`src/rtl/irq_agg_pkg.sv`:
```
package irq_agg_pkg;

  localparam int unsigned BUS_W = 32;

  typedef logic [BUS_W-1:0] bus_word_t;

  // Word with the lowest n bits set.
  function automatic bus_word_t low_mask(input int unsigned n);
    bus_word_t m;
    m = '0;
    for (int unsigned i = 0; i < BUS_W; i++) begin
      if (i < n) m[i] = 1'b1;
    end
    return m;
  endfunction

endpackage

```
`src/rtl/irq_edge_detect.sv`:
```
// Per-line rising-edge detector on synchronous request lines.
module irq_edge_detect #(
  parameter int unsigned N_SRC = 9
) (
  input  logic             clk,
  input  logic             rst,
  input  logic [N_SRC-1:0] req_i,
  output logic [N_SRC-1:0] edge_o
);

  logic [N_SRC-1:0] prev_q;

  for (genvar g = 0; g < N_SRC; g++) begin : g_line
    always_ff @(posedge clk) begin
      if (rst) prev_q[g] <= 1'b0;
      else     prev_q[g] <= req_i[g];
    end
    assign edge_o[g] = req_i[g] & ~prev_q[g];
  end

endmodule

```
`src/rtl/irq_src_bank.sv`:
```
// Clear-on-read source bits plus the sticky "rose again" flag.
module irq_src_bank #(
  parameter int unsigned N_SRC = 9
) (
  input  logic             clk,
  input  logic             rst,
  input  logic [N_SRC-1:0] edge_i,
  input  logic             clr_i,
  output logic [N_SRC-1:0] src_o,
  output logic             again_o
);

  logic [N_SRC-1:0] kept;
  logic             repeat_hit;

  // The clear acts on the old contents only; edges of this cycle are ORed
  // in afterwards so a coincident read never swallows them.
  assign kept       = clr_i ? '0 : src_o;
  assign repeat_hit = |(edge_i & kept);

  always_ff @(posedge clk) begin
    if (rst) begin
      src_o   <= '0;
      again_o <= 1'b0;
    end else begin
      src_o   <= kept | edge_i;
      again_o <= (again_o & ~clr_i) | repeat_hit;
    end
  end

endmodule

```
`src/rtl/irq_pulse_gen.sv`:
```
// Turns enabled edges into one-cycle pulses with a one-deep pending slot.
module irq_pulse_gen #(
  parameter int unsigned N_SRC = 9
) (
  input  logic             clk,
  input  logic             rst,
  input  logic [N_SRC-1:0] edge_i,
  input  logic [N_SRC-1:0] en_i,
  output logic             irq_o
);

  logic hit;
  logic pend_q;
  logic want;

  assign hit  = |(edge_i & en_i);
  assign want = hit | pend_q;

  always_ff @(posedge clk) begin
    if (rst) begin
      irq_o  <= 1'b0;
      pend_q <= 1'b0;
    end else begin
      irq_o  <= want & ~irq_o;
      pend_q <= want & irq_o;
    end
  end

endmodule

```
`src/rtl/irq_edge_aggregator.sv`:
```
module irq_edge_aggregator
  import irq_agg_pkg::*;
#(
  parameter int unsigned N_SRC     = 9,
  parameter int unsigned ADDR_W    = 4,
  parameter int unsigned SRC_OFS   = 0,
  parameter int unsigned EN_OFS    = 1,
  parameter int unsigned AGAIN_BIT = 31
) (
  input  logic                clk,
  input  logic                rst,
  input  logic [N_SRC-1:0]    req_i,
  input  logic [ADDR_W-1:0]   bus_addr_i,
  input  logic                bus_wr_i,
  input  logic                bus_rd_i,
  input  logic [BUS_W-1:0]    bus_wdata_i,
  output logic [BUS_W-1:0]    bus_rdata_o,
  output logic                irq_o
);

  localparam bus_word_t         EN_MASK = low_mask(N_SRC);
  localparam logic [ADDR_W-1:0] SRC_A   = ADDR_W'(SRC_OFS);
  localparam logic [ADDR_W-1:0] EN_A    = ADDR_W'(EN_OFS);

  logic [N_SRC-1:0] edges;
  logic [N_SRC-1:0] src_q;
  logic             again_q;
  bus_word_t        en_q;
  logic             src_clr;
  bus_word_t        src_word;

  assign src_clr = bus_rd_i & (bus_addr_i == SRC_A);

  irq_edge_detect #(.N_SRC(N_SRC)) u_edge (
    .clk    (clk),
    .rst    (rst),
    .req_i  (req_i),
    .edge_o (edges)
  );

  irq_src_bank #(.N_SRC(N_SRC)) u_bank (
    .clk     (clk),
    .rst     (rst),
    .edge_i  (edges),
    .clr_i   (src_clr),
    .src_o   (src_q),
    .again_o (again_q)
  );

  irq_pulse_gen #(.N_SRC(N_SRC)) u_pulse (
    .clk    (clk),
    .rst    (rst),
    .edge_i (edges),
    .en_i   (en_q[N_SRC-1:0]),
    .irq_o  (irq_o)
  );

  always_ff @(posedge clk) begin
    if (rst)                                   en_q <= '0;
    else if (bus_wr_i && bus_addr_i == EN_A)   en_q <= bus_wdata_i & EN_MASK;
  end

  always_comb begin
    src_word             = '0;
    src_word[N_SRC-1:0]  = src_q;
    src_word[AGAIN_BIT]  = again_q;
  end

  always_ff @(posedge clk) begin
    if (rst) begin
      bus_rdata_o <= '0;
    end else if (bus_rd_i) begin
      if (bus_addr_i == SRC_A)     bus_rdata_o <= src_word;
      else if (bus_addr_i == EN_A) bus_rdata_o <= en_q;
      else                         bus_rdata_o <= '0;
    end
  end

endmodule

```
`config.mk`:
```
export PLATFORM = sky130hd
export DESIGN_NAME = irq_edge_aggregator
export DESIGN_NICKNAME = d
export VERILOG_FILES = /design/src/rtl/irq_agg_pkg.sv /design/src/rtl/irq_edge_detect.sv /design/src/rtl/irq_src_bank.sv /design/src/rtl/irq_pulse_gen.sv /design/src/rtl/irq_edge_aggregator.sv
export SDC_FILE = /design/constraint.sdc
export NUM_CORES = 1
export LEC_CHECK = 0
export ABC_AREA = 1
export BUFFER_PORTS_ARGS = -buffer_cell sky130_fd_sc_hd__buf_4
export CAP_MARGIN = 20
export CORE_ASPECT_RATIO = 0.6
export CORE_UTILIZATION = 42
export DETAILED_ROUTE_END_ITERATION = 7
export PLACE_DENSITY = 0.76
export SLEW_MARGIN = 10
export SYNTH_ARGS = -nofsm -noshare
export SYNTH_HDL_FRONTEND = slang
export SYNTH_SLANG_ARGS = --single-unit
```
`constraint.sdc`:
```
create_clock -name clk -period 1.18 [get_ports clk]
set_clock_uncertainty 0.2 [all_clocks]
set_input_delay 0.118 -clock clk [delete_from_list [all_inputs] [get_ports clk]]
set_output_delay 0.118 -clock clk [all_outputs]
set_load 0.02 [all_outputs]
```
Word level (Yosys, flattened, before mapping) --
Cells that the tools add are included.
Cells by class: bitwise operators 29, multiplexer cells 3, reductions and logical operators 4, equality and inequality tests 1
Operator list (number):
- two-way mux 32 bit | 1
- bitwise AND 9 bit | 2
- two-way mux 9 bit | 2
- OR reduction 9 bit | 2
- bitwise AND 1 bit | 13
- NOT 1 bit | 11
- bitwise OR 9 bit | 1
- equality test 4 x 1 -> 1 bit, second input constant | 1
- zero test 4 bit | 1
- bitwise OR 1 bit | 2
- logical AND 1 bit | 1
Storage, ports and cells: register bits 62, bits of input ports 49, word-level logic and storage cells 52, output and inout bits 33

Logic depth before layout (Yosys ltp) --
depth in word-level cells 6, gate-level depth with buffers 7, depth with buffers taken out 7

Hierarchy --
A second synthesis with hierarchy kept.
Unflattened totals: cell total of the unflattened synthesis 285, area total of the unflattened synthesis 1969.4 um2
By module, submodules not included:
- irq_edge_aggregator | instances 1, area an instance 1139.8 um2, cells an instance 168, sequential area each 380.4 um2
- irq_src_bank | instances 1, area an instance 397.9 um2, cells an instance 52, sequential area each 200.2 um2
- irq_edge_detect | instances 1, area an instance 292.8 um2, cells an instance 37, sequential area each 180.2 um2
- irq_pulse_gen | instances 1, area an instance 138.9 um2, cells an instance 28, sequential area each 40.0 um2

Least setup slack after synthesis --
No wires, ideal clock.
path kind register to register, start point register u_edge.prev_q[8], end point register u_pulse.irq_o, arrival time 800 ps, period minus slack after synthesis 1115 ps, stages on the path, launching flop included 8, setup time 115 ps, slack 65 ps, path buffers 0, data required time 865 ps, cell sequence dfxtp_1 -> inv_1 -> nand2_1 -> nor2_1 -> nor3_1 -> nand3_1 -> nor2_1 -> nor2_1
Between the ends: word-level cells in the longest chain between the ends 6
Ends and longest elaborated chain:
- start: declaration | RTL line irq_edge_detect.sv:11 | logic [N_SRC-1:0] prev_q;
- start signal: indexed assignment | RTL line irq_edge_detect.sv:16 | else prev_q[g] <= req_i[g];
- NOT 1 bit | RTL line irq_edge_detect.sv:18 | assign edge_o[g] = req_i[g] & ~prev_q[g];
- bitwise AND 1 bit | RTL line irq_edge_detect.sv:18
- bitwise AND 9 bit | RTL line irq_pulse_gen.sv:16 | assign hit = |(edge_i & en_i);
- OR reduction 9 bit | RTL line irq_pulse_gen.sv:16
- bitwise OR 1 bit | RTL line irq_pulse_gen.sv:17 | assign want = hit | pend_q;
- bitwise AND 1 bit | RTL line irq_pulse_gen.sv:24 | irq_o <= want & ~irq_o;
- end signal: assignment | RTL line irq_pulse_gen.sv:24
- end: declaration | RTL line irq_pulse_gen.sv:9 | output logic irq_o
No other way between the ends. A chain may end at the register's enable or synchronous reset.

Worst setup path in the final report --
start point register u_edge.prev_q[4], end point register u_pulse.irq_o
The elaborated chain is that of the path after synthesis.

==> results.md <==
- Die ar.: 4580 µm²
- Largest net degree at the start of global routing: 21
- CTS buffer count: 5
- Inserted Diodes: 0
- Mean routed wirelength per cell: roughly 9.9 µm
- Most frequent CP cell: nor2_2
- Vias in the first global route: between 1,000 and 1,500
- Drt first-iter violations: 56
- Placement row count: 18
- Violated checks: negative hold slack, negative setup slack
- Root Driver: clkbuf_8
- CP Class: reg2reg
- Min-Delay Path Class: in2reg
- Layout net count: about 360
- Share of cells above drive strength 1: 0.227
- Post-synth ARST share: 0
- Placed insts: approximately 340
- Critical Path RT: ~1200 ps
- Clk slew on worst S/H paths: 70 ps
- Die extent in x: between 80 and 90 µm
- Largest delay contributor family on the critical path: simple AND/OR/NAND/NOR gates
- Register area share after synthesis: 0.443
- Maxcap violations: 0
- Largest stage delay, worst path: 310 ps
- Post-synth cell types: 24
- Design Area, Final: 2450 µm²
- Wire length of the first global-routing pass: 5.77 mm
- Buffers on Ports: 36
- Hold buffers post-CTS: 19
- WL final: 3.67 mm
- Commonest non-fill, non-tap cell in the layout: buf_4
- Pre-antenna DRT Iters: 4
- HPWL after DPL: 2.65 mm
- Post-synthesis compound-gate area fraction: 0.121
- Synth Area in Simple Gates: 0.248
- Post-synthesis adder-cell area fraction: 0
- Drt drc: 0
- Post-Syn Instances: about 240
- Mux contribution to synthesized area: 0
- CP startpoint kind: register
- Routability cong.: 0.767
- Tcrit/Tclk final: 1.04
- Synthesized cell area: 1810 µm²
- Peak VDD IR: ~530 µV
- Leakage power total: 1.20 nW
- Die height: 52.8 µm
- Post-Synth XOR/XNOR Area: 0
- Largest family of logic cells by synthesized area: simple AND/OR/NAND/NOR gates
- Final Max Tran Viols: 0
- Io pins: 82
- Critical-path top delay cell: dfxtp_1
- Initial Util: 0.439
- Synth warn: 0
- GRT overflow: 0
- Power Dens Cells: 1130 nW/µm²
- Crit-path max FO: 2
- Status: complete, but fails checks
- Hold Fails Final Rpt: 3
- Max clock buf depth: 2
- Max H-tree Level: 2
- Post-Layout Cell Count: between 300 and 400
- Bufs and invs on worst path: 1
- Area growth, synth to finish: 35.5%
- RSZ-0062 raised after global routing: yes
- Final worst slack: -44.6 ps
- Area of placed instances: ~2100 µm²
- Sink Count: 40
- DR vias: 1,578
- CTS tree: done
- Most frequent cells in the layout: buf_4, nand2_1, dfxtp_1
- Fmax achieved: 817 MHz
- Setup_tns: -76.1 ps
- #FFs+latches synth: 40
- Cell Chain, Critical Path: inv_1, nand2_2, nor2_2, nor3_2, nand3_1, nor2_2, nor2_1
- Core area: 4120 µm²
- Worst skew pair latency: 290 ps
- WP data arrival: roughly 1200 ps
- Number of flops mapped to enable cells by yosys: 0
- Final min period: between 1000 and 1500 ps
- Most common flop cell mapped by yosys: dfxtp_1
- Final ANT Viol Nets: 0
- Worst setup EP type: register
- Vias per cell: 4.28
- Antenna violations before repair: 0
- Syn avg cell area: around 7.6 µm²
- Hold slack: -37.5 ps
- Setup violators final: 2
- All-Layer GR Usage: 0.170
- Layout fillers: 400
-- metrics by stage --
| stage | worst slack [ps] | utilization | total power [mW] |
|---|---|---|---|
| 2_1_floorplan | 65.0 | - | 1.73 |
| 3_3_place_gp | -74.7 | 0.520 | 1.81 |
| 3_5_place_dp | -107 | 0.520 | 1.82 |
| 4_1_cts | -25.3 | 0.590 | 2.77 |
| 5_1_grt | -131 | 0.595 | 2.89 |
| 6_report | -44.6 | 0.595 | 2.76 |
-- routing by layer --
metal,track usage,wire length (µm),up-vias
li1,-,-,839
met1,0.212,1740,696
met2,0.290,1710,38
met3,0.0488,200,5
met4,0.0500,21,0
met5,0,0,-
-- where the power goes --
group          switching, mW  internal (mW)  total [mW]
logic                  0.220          0.189       0.409
clock network          0.437          0.477       0.914
registers             0.0316           1.41        1.44
total                  0.689           2.07        2.76
-- worst min-delay path, cell delays in order --
cell and delay, ps:
buf_4 120, nand2_1 90, a21oi_1 70
-- state kept, by name, indices dropped and copies added, names as in the netlist --
signal / flops
bus_rdata_o: 10
u_bank.src_o: 9
u_edge.prev_q: 9
en_q: 9
u_pulse.irq_o: 1
u_pulse.pend_q: 1
u_bank.again_o: 1
-- path summary, 6_finish.rpt --
path | startpoint | to | slack [ps] | depth (start not counted)
worst max-delay path | u_edge.prev_q[4]$_SDFF_PP0_ | u_pulse.irq_o$_SDFF_PP0_ | -40 | 7
worst min-delay path | req_i[2] | u_bank.src_o[2]$_SDFF_PP0_ | -40 | 3
worst max register to register | u_edge.prev_q[4]$_SDFF_PP0_ | u_pulse.irq_o$_SDFF_PP0_ | -40 | 7
worst min register to register | en_q[6]$_SDFFE_PP0P_ | en_q[6]$_SDFFE_PP0P_ | 270 | 2
-- cell families (layout without fill, tap and decap cells) --
logic type	after synthesis	in the layout
simple gates	93	93
flops	40	40
compound gates	40	40
buf+inv	65	114
other cells	1	22
-- area by class of cell --
cell class,count,area [µm²],share of cell area
clock buffer,8,90.1,0.0367
timing repair buffer,69,582,0.237
sequential,40,802,0.327
inverter,37,139,0.0566
multi-input combinational,155,764,0.312
tap,60,75.1,0.0306
-- timing repair --
action | in CTS | in global routing
endpoints found under the hold margin | 23 | 2
resized for setup | 2 | 6
buffers inserted | 0 | 1
setup endpoints to repair | 2 | 3
pin swaps | 0 | 8
-- synthesized netlist by cell type (2+ instances only) --
cell type,number,area share
inv_1,37,0.077
nor2_4,2,0.012
buf_4,22,0.091
nand3b_1,3,0.012
buf_2,3,0.0083
nand3_1,11,0.030
clkbuf_1,2,0.0042
a22oi_1,5,0.021
nor2_1,28,0.058
nand2_1,41,0.085
dfxtp_1,40,0.44
o211ai_1,2,0.0083
o21ai_0,14,0.039
nand4_1,2,0.0069
a21oi_1,18,0.050
No activity file was read; power rests on OpenSTA's default activity.
